<file path="src/rtl/emb_status_gen.sv">
module emb_status_gen #(
  parameter bit TOP_BOOT     = 1'b1,
  parameter int PGM_FAKE_CYC = 400,
  parameter int ERS_FAKE_CYC = 20000,
  parameter int LIMIT_CYC    = 200000
) (
  input  logic       clk,
  input  logic       rst_n,
  input  logic       start_i,
  input  logic [1:0] op_i,
  input  logic [2:0] sect_i,
  input  logic       prog_d7_i,
  input  logic [6:0] prot_i,
  input  logic       rd_i,
  input  logic [4:0] rd_addr_i,
  input  logic       susp_i,
  input  logic       timeout_i,
  input  logic       done_i,
  input  logic       clr_i,
  output logic [7:0] status_o,
  output logic       array_sel_o
);

  localparam int CNT_MAX = (LIMIT_CYC > ERS_FAKE_CYC) ?
                           ((LIMIT_CYC > PGM_FAKE_CYC) ? LIMIT_CYC : PGM_FAKE_CYC) :
                           ((ERS_FAKE_CYC > PGM_FAKE_CYC) ? ERS_FAKE_CYC : PGM_FAKE_CYC);
  localparam int CNT_W = $clog2(CNT_MAX + 1);

  typedef enum logic [1:0] {S_IDLE, S_RUN, S_FAKE} st_t;

  st_t              st;
  logic [1:0]       op_q;
  logic [2:0]       sec_q;
  logic             d7_q, t6, t2, err;
  logic [CNT_W-1:0] cnt;
  logic [2:0]       rd_sect;

  generate
    if (TOP_BOOT) begin : g_top
      assign rd_sect = (rd_addr_i[4:3] != 2'b11) ? {1'b0, rd_addr_i[4:3]} :
                       !rd_addr_i[2] ? 3'd3 :
                       rd_addr_i[1]  ? 3'd6 :
                       rd_addr_i[0]  ? 3'd5 : 3'd4;
    end else begin : g_bot
      assign rd_sect = (rd_addr_i[4:3] != 2'b00) ? 3'd3 + {1'b0, rd_addr_i[4:3]} :
                       rd_addr_i[2]  ? 3'd3 :
                       !rd_addr_i[1] ? 3'd0 :
                       !rd_addr_i[0] ? 3'd1 : 3'd2;
    end
  endgenerate

  wire is_prog  = (op_q == 2'b01);
  wire is_se    = (op_q == 2'b10);
  wire is_ce    = (op_q == 2'b11);
  wire busy     = (st != S_IDLE);
  wire run      = (st == S_RUN);
  wire susp_act = run && is_se && susp_i;
  wire in_sec   = (rd_sect == sec_q);
  wire hit2     = is_ce || (is_se && in_sec);
  wire lim_hit  = (cnt == CNT_W'(LIMIT_CYC - 1));
  wire win_end  = is_prog ? (cnt == CNT_W'(PGM_FAKE_CYC - 1))
                          : (cnt == CNT_W'(ERS_FAKE_CYC - 1));
  wire go_fake  = (op_i == 2'b11) ? (&prot_i) : prot_i[sect_i];

  always_ff @(posedge clk or negedge rst_n) begin
    if (!rst_n) begin
      st <= S_IDLE; op_q <= 2'b00; sec_q <= 3'd0; d7_q <= 1'b0;
      t6 <= 1'b0; t2 <= 1'b0; err <= 1'b0; cnt <= '0;
    end else if (clr_i) begin
      st <= S_IDLE; t6 <= 1'b0; t2 <= 1'b0; err <= 1'b0; cnt <= '0;
    end else begin
      case (st)
        S_IDLE: if (start_i && op_i != 2'b00) begin
          op_q  <= op_i;
          sec_q <= sect_i;
          d7_q  <= prog_d7_i;
          t6    <= 1'b0;
          t2    <= 1'b0;
          err   <= 1'b0;
          cnt   <= '0;
          st    <= go_fake ? S_FAKE : S_RUN;
        end
        S_RUN: begin
          if (rd_i) begin
            if (!susp_act) t6 <= ~t6;
            if (hit2)      t2 <= ~t2;
          end
          if (!susp_act && !err) begin
            if (timeout_i || lim_hit) err <= 1'b1;
            else if (done_i)          st  <= S_IDLE;
            else                      cnt <= cnt + CNT_W'(1);
          end
        end
        S_FAKE: begin
          if (rd_i) begin
            t6 <= ~t6;
            if (hit2) t2 <= ~t2;
          end
          if (win_end) st  <= S_IDLE;
          else         cnt <= cnt + CNT_W'(1);
        end
        default: st <= S_IDLE;
      endcase
    end
  end

  wire b7 = is_prog ? ~d7_q : susp_act;

  assign status_o    = busy ? {b7, t6, err, 1'b0, is_se, t2, 2'b00} : 8'h00;
  assign array_sel_o = !busy || (susp_act && !in_sec);

endmodule


</file>
<file path="config.mk">
export PLATFORM = sky130hd
export DESIGN_NAME = emb_status_gen
export DESIGN_NICKNAME = d
export VERILOG_FILES = /design/src/rtl/emb_status_gen.sv
export SDC_FILE = /design/constraint.sdc
export NUM_CORES = 1
export LEC_CHECK = 0
export ABC_AREA = 1
export ABC_CLOCK_PERIOD_IN_PS = 1800
export BUFFER_PORTS_ARGS = -buffer_cell sky130_fd_sc_hd__buf_2
export CAP_MARGIN = 0
export CORE_AREA = 2 2 110 69
export CTS_BUF_LIST = sky130_fd_sc_hd__clkbuf_2 sky130_fd_sc_hd__clkbuf_4 sky130_fd_sc_hd__clkbuf_8
export CTS_CLUSTER_DIAMETER = 200
export DETAILED_ROUTE_END_ITERATION = 8
export DIE_AREA = 0 0 112 71
export HOLD_SLACK_MARGIN = 0.03
export PLACE_DENSITY_LB_ADDON = 0.2
export SYNTH_ARGS = -nofsm -noshare
export SYNTH_HDL_FRONTEND = slang
export SYNTH_SLANG_ARGS = --single-unit
</file>
<file path="constraint.sdc">
create_clock -name clk -period 1.8 [get_ports clk]
set_clock_uncertainty 0.15 [all_clocks]
set_input_delay 0.18 -clock clk [delete_from_list [all_inputs] [get_ports clk]]
set_output_delay 0.18 -clock clk [all_outputs]
set_load 0.02 [all_outputs]
</file>
==> metrics.md <==
| Metric | Value |
|---|---|
| Status | complete, but fails checks |
| Failing checks | negative setup slack |
| Cells after synthesis | 385 |
| CP Launch Point | st[0]$_DFFE_PN0P_ |
| Maxcap violations | 0 |
| Post-layout util | 43.1% |
| Part of the power in registers | between 20% and 30% |
| Hold Slack | between 0.04 and 0.05 ns |
| Synthesis-stage register bit count | 29 |
| Routed WL | ~7000 µm |
| Hold Crit Class | in2reg |
| CP Capture Type | flop |
| Fin worst setup slack | -0.0174 ns |
| Fill cells | between 700 and 800 |
| Placed insts | 525 |
| Switching Share | roughly 46% |
| Post-Syn Area | between 0.002 and 0.0025 mm² |
| Sink of the worst hold path | op_q[0]$_DFFE_PN0P_ |
| Routed WL per cell | roughly 13 µm |
| CP Cell Sequence | inv_2 -> ha_2 -> inv_2 -> nor2_4 -> nand2_2 -> o21ai_2 -> a21oi_2 -> nand2_4 -> nor2_4 -> buf_12 -> nand2_1 -> nand2_1 |
| CP Data Required Time | 1.87 ns |
| Startpoint Class | flop |
| Clk sink count | 29 |
| GP Congestion | between 0.9 and 1 |
| Final setup fails | 4 |
| Worst-margin pin slew | 0.700 ns |
| Routed via count | 2574 |
| Average instance area after synthesis | about 6.1 µm² |
| Hold Path Stages | 3 |
| Switching pwr | 0.00143 W |
| Non-Filler Instances | between 500 and 600 |
| Dpl ws | -0.192 ns |
| Drt pass-1 iters | 5 |
| Max H-tree Level | 2 |
| Largest net degree at the start of global routing | 30 |
| Most common cell after layout, fill and taps aside | nand2_1 |
| Antenna Cells | 0 |
| Worst path top cell family by delay | simple AND/OR/NAND/NOR gates |
| Peak Freq | about 550 MHz |
| Hold Startpoint | op_i[0] |
| Area of the core | roughly 0.007 mm² |
| Congestion Overflow GR | 0 |
| Number of global-route vias before repair | between 2000 and 2500 |
| R2r worst-path depth | 12 |
| Leak Pwr | 1.53 nW |
| CP peak stage delay | between 0.3 and 0.4 ns |
| Worst flop-to-flop path startpoint | st[0]$_DFFE_PN0P_ |
| Layout cells sized above 1 | 25.8% |
| CTS root buffer | clkbuf_8 |
| Nets | around 480 |
| Critical-path top delay cell | dfrtp_1 |
| Highest-count cells in the layout ignoring fill and taps | nand2_1, nor2_1, inv_1, nand3_1, buf_2 |
| I/O pin count | 35 |
| Unrepaired setup endpoints after global routing | true |
| CP Buf/Inv Count | 3 |
| Critical path class | reg2reg |
| Register area share after synthesis | a little under a third |
| Area contributors post-synth | dfrtp_1, nand2_1, nor2_1 |
| R2R setup slack | -0.02 ns |
| DRC Markers | 0 |
| Yosys warnings | 0 |
| Gr usage total | between 15 and 20% |
| Yosys top cell by area | dfrtp_1 |
| Period minus WS final | between 1.5 and 2 ns |
| Final Hold Fails | 0 |
| Crit-path max FO | 18 |
| Area of the die | approximately 0.0080 mm² |
| Area share of the leading cell type in the synthesized netlist | between 30% and 40% |
| Final HPWL DP | between 5000 and 6000 µm |
| Worst EP arrival | between 1.5 and 2 ns |
| Worst-case headroom to the max-slew limit | between 50% and 60% |
| Reg2reg end | cnt[2]$_DFFE_PN0P_ |
| First-pass GRT wire length | 11500 µm |
| Initial Utilization | roughly 34% |
| Final max-slew violation count | 0 |
| Clock slew at reported path FFs | 0.07 ns |
| Initial antenna violation count | 0 |
| PwrDens | a little over 1000 mW/mm² |
| Max IR drop VDD | approximately 0.47 mV |
| Yosys cell types | 34 |
| Die width | between 100 and 150 µm |
| Die H | between 70 and 80 µm |
| Std-Cell Rows | 24 |
| Pint | roughly 0.0017 W |
| Skew-Pair Late Insertion Delay | 0.29 ns |
| Post-route ant nets | 0 |
| P&R area growth vs syn | 28.3% |
| Overall power | ~0.0031 W |
| Clock tree from TritonCTS | yes |
| Clock share of power | between 10% and 20% |
| CTS max path bufs | 2 |
| Number of DRC markers in iteration 0 | 157 |
| Inserted Clock Buffers | 5 |
| PortBufs | 31 |
| Comb pwr share | 53.3% |
| Routed vias/inst | around 4.8 |
| Period utilisation layout | 101% |
==> Yosys cell counts, drive strengths merged <==
cell,count
nor3,5
conb,1
nand3,35
nor2,70
and2,1
a211oi,1
or3,1
a21oi,8
o21ai,14
or2,1
xor2,6
mux2,1
nand2,145
nand4,5
clkbuf,1
nor3b,2
buf,7
inv,48
dfrtp,29
ha,4
==> power groups by stage <==
stage	combinational [W]	sequential, W	clock (W)
2_1_floorplan	0.000969	0.000858	0
3_3_place_gp	0.00139	0.000869	0
3_5_place_dp	0.00141	0.000870	0
4_1_cts	0.00159	0.000860	0.000602
5_1_grt	0.00182	0.000886	0.000636
6_report	0.00167	0.000873	0.000587
==> layer usage <==
layer | GRT usage (%) | vias up | part of all wire (%)
met3 | 3.94 | 5 | 4.8
met1 | 29.8 | 1199 | 54
met2 | 24.4 | 56 | 41
met5 | 0 | - | 0
met4 | 2.57 | 0 | 0.45
li1 | - | 1314 | -
==> cell families after synthesis <==
family          count (synthesis)  share of synthesized area (%)
fa+ha+maj                       4                           2.12
buf+inv                        56                           10.6
compound gates                 23                           5.78
mux                             1                          0.477
xor+xnor                        6                           2.23
flops                          29                           30.8
simple gates                  265                           47.9
other cells                     1                          0.159
==> area by class of cell <==
| class | instances | area, µm² | area share (%) |
|---|---|---|---|
| sequential | 29 | 729 | 24.1 |
| clock buffer | 6 | 82.6 | 2.73 |
| timing repair buffer | 61 | 413 | 13.6 |
| clock inverter | 2 | 13.8 | 0.455 |
| multi-input combinational | 303 | 1490 | 49.3 |
| inverter | 48 | 183 | 6.03 |
| tap | 91 | 114 | 3.76 |
==> sequential cells by signal, summed over array words and instances (netlist names) <==
name   cells
t6         1
err        1
d7_q       1
st         2
cnt       18
op_q       2
t2         1
sec_q      3
==> metrics by stage <==
step	cell area [µm²]	TNS, ns
after floorplan	2370	0
after global placement	2750	-2.14
after detailed placement	2750	-3.12
after CTS	2940	-0.0169
after global routing	3030	-2.08
final	3030	-0.0313
==> worst max-delay path by stage <==
stage / to / slack (ns) / cells past startpoint
2_1_floorplan: cnt[2]$_DFFE_PN0P_ / 0.006 / 12
3_3_place_gp: cnt[1]$_DFFE_PN0P_ / -0.13 / 10
3_5_place_dp: cnt[4]$_DFFE_PN0P_ / -0.19 / 11
4_1_cts: status_o[7] / -0.01 / 7
5_1_grt: cnt[2]$_DFFE_PN0P_ / -0.12 / 12
6_report: cnt[2]$_DFFE_PN0P_ / -0.02 / 12
==> what timing repair did <==
action                                  in CTS  in global routing
pin swaps                                    2                  6
buffers inserted                             2                  2
resized for setup                            9                 22
endpoints found under the hold margin       30                  0
gates cloned                                 1                  0
endpoints found under the setup margin      24                 24
hold buffers                                 2                  0
==> worst min-delay path: stages <==
cell     delay (ns)
buf_2          0.10
nor2_1         0.04
a21oi_1        0.11
No activity file was read; power rests on OpenSTA's default activity.
